--- src/rtl/edac16_pkg.sv ---
package edac16_pkg;
  localparam int DW = 16;
  localparam int CW = 8;
  localparam int NARROW_CW = 6;

  typedef logic [DW-1:0] data_t;
  typedef logic [CW-1:0] chk_t;

  // row k: data bits folded into check bit k
  localparam logic [CW-1:0][DW-1:0] ROWS = {
    16'hFF00, 16'hFF00, 16'hD888, 16'hA744,
    16'h641F, 16'h5F32, 16'h8AEF, 16'h31F1
  };
  // check bits using odd parity
  localparam chk_t ODD_MASK = 8'h8C;

  function automatic chk_t active_mask(input logic wide);
    chk_t m;
    for (int k = 0; k < CW; k++) m[k] = wide || (k < NARROW_CW);
    return m;
  endfunction
endpackage

--- src/rtl/edac16_chk_gen.sv ---
module edac16_chk_gen
  import edac16_pkg::*;
(
  input  data_t data_i,
  output chk_t  check_o
);
  for (genvar k = 0; k < CW; k++) begin : g_bit
    assign check_o[k] = (^(data_i & ROWS[k])) ^ ODD_MASK[k];
  end
endmodule

--- src/rtl/edac16_syn_dec.sv ---
module edac16_syn_dec
  import edac16_pkg::*;
(
  input  chk_t  syn_i,
  input  logic  wide_i,
  output data_t hit_o,
  output logic  single_o,
  output logic  multi_o
);
  chk_t act;
  logic chk_hit;

  assign act = active_mask(wide_i);

  for (genvar j = 0; j < DW; j++) begin : g_col
    chk_t col;
    for (genvar k = 0; k < CW; k++) begin : g_row
      assign col[k] = ROWS[k][j] & act[k];
    end
    assign hit_o[j] = (syn_i == col);
  end

  assign chk_hit  = $onehot(syn_i);
  assign single_o = (|hit_o) | chk_hit;
  assign multi_o  = (syn_i != '0) && !single_o;
endmodule

--- src/rtl/edac16_fix.sv ---
module edac16_fix
  import edac16_pkg::*;
(
  input  data_t data_i,
  input  data_t hit_i,
  input  logic  correct_en_i,
  output data_t data_o
);
  assign data_o = data_i ^ (hit_i & {DW{correct_en_i}});
endmodule

--- src/rtl/edac16_ft.sv ---
module edac16_ft
  import edac16_pkg::*;
(
  input  logic        clk_i,
  input  logic        rst_ni,
  input  logic [15:0] wr_data_i,
  input  logic [15:0] rd_data_i,
  input  logic [7:0]  rd_check_i,
  input  logic        correct_en_i,
  input  logic        wide_check_i,
  output logic [7:0]  wr_check_o,
  output logic [15:0] rd_data_o,
  output logic [7:0]  syndrome_o,
  output logic        ce_o,
  output logic        ue_o
);
  chk_t  wr_chk, rd_regen, syn;
  data_t hit, fixed;
  logic  single, multi;
  logic  primed_q;

  edac16_chk_gen u_wr_gen (.data_i(wr_data_i), .check_o(wr_chk));
  edac16_chk_gen u_rd_gen (.data_i(rd_data_i), .check_o(rd_regen));

  assign syn = (rd_regen ^ rd_check_i) & active_mask(wide_check_i);

  edac16_syn_dec u_dec (
    .syn_i(syn), .wide_i(wide_check_i),
    .hit_o(hit), .single_o(single), .multi_o(multi)
  );

  edac16_fix u_fix (
    .data_i(rd_data_i), .hit_i(hit),
    .correct_en_i(correct_en_i), .data_o(fixed)
  );

  always_ff @(posedge clk_i or negedge rst_ni) begin
    if (!rst_ni) begin
      wr_check_o <= '0;
      rd_data_o  <= '0;
      syndrome_o <= '0;
      ce_o       <= 1'b0;
      ue_o       <= 1'b0;
      primed_q   <= 1'b0;
    end else begin
      wr_check_o <= wr_chk;
      rd_data_o  <= fixed;
      syndrome_o <= syn;
      ce_o       <= single;
      ue_o       <= multi;
      primed_q   <= 1'b1;
    end
  end

  a_r6_flags_exclusive: assert property (@(posedge clk_i) disable iff (!rst_ni)
    !(ce_o && ue_o));
  a_r3_clean_no_flag: assert property (@(posedge clk_i) disable iff (!rst_ni)
    (syndrome_o == '0) |-> (!ce_o && !ue_o));
  a_r4_at_most_one_flip: assert property (@(posedge clk_i) disable iff (!rst_ni)
    primed_q |=> ($countones(rd_data_o ^ $past(rd_data_i)) <= 1));
  a_r6_ue_passthru: assert property (@(posedge clk_i) disable iff (!rst_ni)
    (primed_q && multi) |=> (ue_o && rd_data_o == $past(rd_data_i)));
  a_r7_detect_passthru: assert property (@(posedge clk_i) disable iff (!rst_ni)
    (primed_q && !correct_en_i) |=> (rd_data_o == $past(rd_data_i)));
  a_r8_narrow_syn_top: assert property (@(posedge clk_i) disable iff (!rst_ni)
    (primed_q && !wide_check_i) |=> (syndrome_o[7:6] == 2'b00));
endmodule

--- config.mk ---
export PLATFORM = sky130hd
export DESIGN_NAME = edac16_ft
export DESIGN_NICKNAME = d
export VERILOG_FILES = /design/src/rtl/edac16_pkg.sv /design/src/rtl/edac16_chk_gen.sv /design/src/rtl/edac16_syn_dec.sv /design/src/rtl/edac16_fix.sv /design/src/rtl/edac16_ft.sv
export SDC_FILE = /design/constraint.sdc
export NUM_CORES = 1
export LEC_CHECK = 0
export CAP_MARGIN = 20
export CELL_PAD_IN_SITES_DETAIL_PLACEMENT = 1
export CELL_PAD_IN_SITES_GLOBAL_PLACEMENT = 1
export CORE_UTILIZATION = 35
export DETAILED_ROUTE_END_ITERATION = 8
export PLACE_DENSITY = 0.82
export SLEW_MARGIN = 20
export SYNTH_ARGS = -nofsm -noshare
export SYNTH_HDL_FRONTEND = slang
export SYNTH_SLANG_ARGS = --single-unit
--- constraint.sdc ---
create_clock -name clk_i -period 0.8 [get_ports clk_i]
set_clock_uncertainty 0.05 [all_clocks]
set_input_delay 0.16 -clock clk_i [delete_from_list [all_inputs] [get_ports clk_i]]
set_output_delay 0.16 -clock clk_i [all_outputs]
set_load 0.02 [all_outputs]
==> results of run 1 <==
[synthesized netlist by cell type, types with 4 or more instances]
cell and count:
xnor2_1 51, dfrtp_1 34, xor2_1 24, nand2_1 17, inv_1 12, nor3_1 10, ha_1 7, nor2_1 7
nand3_1 6, a21oi_1 5, fa_1 4, xnor3_1 4
[what timing repair did]
| item | in CTS |
|---|---|
| pin swaps | 66 |
| gates resized for setup | 434 |
| setup endpoints to repair | 68 |
| buffers inserted | 18 |
| hold buffers | 0 |
[per-stage QoR]
stage,hold slack (ps),cells,setup WS (ps),instance area (um2)
3_3_place_gp,501,457,-3880,4160
3_5_place_dp,506,457,-4120,4160
2_1_floorplan,-186,222,-3470,2670
4_1_cts,101,476,-3560,4770
[logic make-up after synthesis]
logic type,after synthesis,share of synthesized area
AO/OA/AOI/OAI,16,0.0503
flip-flops,34,0.356
multiplexers,3,0.0131
adder cells (fa/ha/maj),11,0.0702
XOR/XNOR,85,0.363
AND/OR/NAND/NOR,56,0.120
buffers and inverters,17,0.0272
==> flow_summary.json, run 1 <==
{
  "place_hpwl_um": 6790,
  "worstEndpointType": "register data pin",
  "clock_path_buffers": 2,
  "io_buffers": 77,
  "synth_cell_type_count": 41,
  "yosysSeqAreaShare": 0.356,
  "root_buffer": "clkbuf_8",
  "ys_ff_latch": 34,
  "synthArstFlopShare": 1.00,
  "dieHeight_um": 84.6,
  "grt-worst-endpoint": "ce_o$_DFF_PN0_/D",
  "gp_congestion": 0.943,
  "syn_inst": 222,
  "yosysTopAreaCellShare": 0.356,
  "dieWidth_um": 84.6,
  "cts-buffers-inserted": 5,
  "synth_ff_type": "dfrtp_1",
  "synth_warnings": 0,
  "synth_top_area_cell": "dfrtp_1",
  "synth_area_leaders": "dfrtp_1 36%, xnor2_1 19%, xor2_1 8.8%",
  "fp-row-count": 29,
  "status": "did not finish",
  "antenna_found_initial": 0,
  "error_line": "[ERROR DPL-0033] detailed placement checks failed during check placement.",
  "htreeDepth": 2,
  "ioPinCount": 78,
  "cts.sinks": 34,
  "grt_max_degree": 35,
  "synth_enable_flop_cells": 0,
  "synth_nets": 277,
  "syn_area_per_cell_um2": 10.8,
  "haltStage": "5_1_grt",
  "netlist_area_mm2": 0.00239,
  "start_util": 0.370
}
==> run 2: changes to the inputs <==
- CELL_PAD_IN_SITES_DETAIL_PLACEMENT: 1 -> default
- CELL_PAD_IN_SITES_GLOBAL_PLACEMENT: 1 -> default
- CORE_UTILIZATION: 35 -> 25
- PLACE_DENSITY: 0.82 -> default
- PLACE_DENSITY_LB_ADDON: default -> 0.15
==> run 2 against run 1 <==
The flow now finishes, with violations (setup timing). Synthesized cell count unchanged. Area after synthesis unchanged.
==> flow_summary.json, run 2 <==
{
  "status": "finished with violations",
  "violations": "setup timing",
  "core_mm2": 0.00924,
  "clock_path_buffers": 2,
  "firstDrtPassIters": 4,
  "regArea_um2": 851,
  "ys_top_cells_by_count": "51 x xnor2_1, 34 x dfrtp_1, 24 x xor2_1, 17 x nand2_1, 12 x inv_1",
  "dp.cells": 506,
  "first_iter_violations": 100,
  "endpoint_kind": "flip-flop",
  "grt_max_degree": 35,
  "hold_slack_ps": 91.4,
  "place_hpwl_um": 5600,
  "setup_ws_ps": -3240,
  "via_per_inst": 4.18,
  "largest_reg_flops": 16,
  "htreeDepth": 2,
  "final_cell_mix": "73 x buf_6, 70 x buf_4, 34 x dfrtp_1",
  "drv_slew": 0,
  "synth_cell_type_count": 41,
  "fp-row-count": 35,
  "hp-start": "rd_data_i[8]",
  "p_total_mw": 14.2,
  "max_freq_mhz": 248,
  "synth_ff_type": "dfrtp_1",
  "synthArstFlopShare": 1.00,
  "finalSetupViolations": 62,
  "gp_congestion": 0.791,
  "syn_inst": 222,
  "min-delay-path-class": "in -> reg",
  "netlist_area_mm2": 0.00239,
  "start_util": 0.258,
  "synth_warnings": 0,
  "vias": 2233,
  "rsz0062_at_grt": "true",
  "regMostFlops": "rd_data_o",
  "grt_pass1_vias": 2305,
  "mostFrequentLayoutCell": "buf_6",
  "final_layout_size_suffix_gt1_frac": 0.647,
  "leakagePower_nw": 2.35,
  "synth_top_area_cell": "dfrtp_1",
  "dieWidth_um": 99.7,
  "grt_pass1_wl_um": 11600,
  "clkTransAtPathRegs_ps": 80,
  "max_slew.worst_pin.slew_ps": 417,
  "drt-total-wl_um": 7390,
  "yosysSeqAreaShare": 0.356,
  "yosysMostFrequentCell": "xnor2_1",
  "startpoint_type": "input port",
  "fin_nets": 459,
  "tns_ps": -50610,
  "antenna_cells": 0,
  "yosysTopAreaCellShare": 0.356,
  "crit_start": "rd_data_i[10]",
  "cts-buffers-inserted": 5,
  "antenna_found_initial": 0,
  "ant_nets": 0,
  "ioPinCount": 78,
  "ir_worst_vdd_v": 0.00131,
  "path_max_fanout": 2,
  "power.density_mw_per_mm2": 2820,
  "max-slew-margin-rel": 0.721,
  "criticalPathCategory": "in -> reg",
  "wl_per_cell_um": 13.8,
  "die_area_mm2": 0.00994,
  "arrival_ps": 4150,
  "root_buffer": "clkbuf_8",
  "ys_ff_latch": 34,
  "cap_violations": 0,
  "synth_nets": 277,
  "synthToLayoutAreaGrowth_pct": 112,
  "io_buffers": 77,
  "multi_input_area_mm2": 0.00221,
  "largestRegisters": "rd_data_o x16, syndrome_o x8, wr_check_o x8",
  "fin_crit_sh": 5.05,
  "cts.sinks": 34,
  "synth_enable_flop_cells": 0,
  "dieHeight_um": 99.7,
  "synth_area_leaders": "dfrtp_1 36%, xnor2_1 19%, xor2_1 8.8%",
  "cts_tree": "done",
  "fin_crit_ps": 4040,
  "grt_usage": 0.154,
  "syn_area_per_cell_um2": 10.8,
  "n_fill_cell": 807,
  "required_ps": 910,
  "grt.overflow.total": 0,
  "hold_viol_final": 0,
  "stdcell_count": 534,
  "drc": 0
}
[run 2: stage by stage]
| step | cell area, um2 | utilization | setup WS, ps |
|---|---|---|---|
| 2_1_floorplan | 2670 | - | -3470 |
| 3_3_place_gp | 4200 | 0.454 | -3950 |
| 3_5_place_dp | 4200 | 0.454 | -3940 |
| 4_1_cts | 4730 | 0.512 | -3430 |
| 5_1_grt | 5050 | 0.547 | -3420 |
| 6_report | 5050 | 0.547 | -3240 |
[run 2: kinds of logic after synthesis]
family / count (synthesis) / share of synthesized area
muxes: 3 / 0.0131
adders and majority gates: 11 / 0.0702
AOI/OAI and AO/OA: 16 / 0.0503
DFF: 34 / 0.356
buffers and inverters: 17 / 0.0272
xor gates and xnor gates: 85 / 0.363
and+or+nand+nor: 56 / 0.120
[run 2: path summary, 6_finish.rpt]
kind | end | slack [ps] | cells after the start
worst max-delay path | ce_o$_DFF_PN0_ | -3240 | 16
worst min-delay path | rd_data_o[8]$_DFF_PN0_ | 90 | 3
max in group asynchronous | wr_check_o[0]$_DFF_PN0_ | 210 | 3
min in group asynchronous | rd_data_o[6]$_DFF_PN0_ | 310 | 3
[run 2: power breakdown]
part | total, mW | internal, mW | switching [mW]
combinational | 10.5 | 5.62 | 4.85
sequential | 2.39 | 2.18 | 0.208
clock | 1.37 | 0.696 | 0.673
[run 2: timing repair]
item,CTS,global route
setup endpoints to repair,68,67
hold buffers,1,0
endpoints found under the hold margin,34,0
pin swaps,61,56
buffers inserted,14,21
resized for setup,410,68
cloned,0,0
[run 2: cell type report]
cell class,count,area share
repair buffers,177,0.331
clock inverters,1,0.000991
flip-flops and latches,34,0.168
multi-input cells,171,0.439
clock buffers,7,0.0171
well taps,129,0.0320
inverters,15,0.0116
[run 2: per-layer routing]
layer / share of wire / GRT usage
met1: 0.40 / 0.184
met2: 0.55 / 0.282
met3: 0.036 / 0.0253
met4: 0.017 / 0.0464
met5: 0 / 0
[run 2: worst max-delay path, cell delays in order]
cell      delay (ps)
buf_6             80
xnor3_2          460
xnor2_4          160
xnor2_2          200
inv_2             70
fa_1             530
inv_2             40
fa_1             450
fa_1             460
inv_1             70
ha_2             180
inv_2             40
fa_2             330
mux2_4           280
a311oi_2         200
or4b_1           450
(Power assumes the default switching activity.)
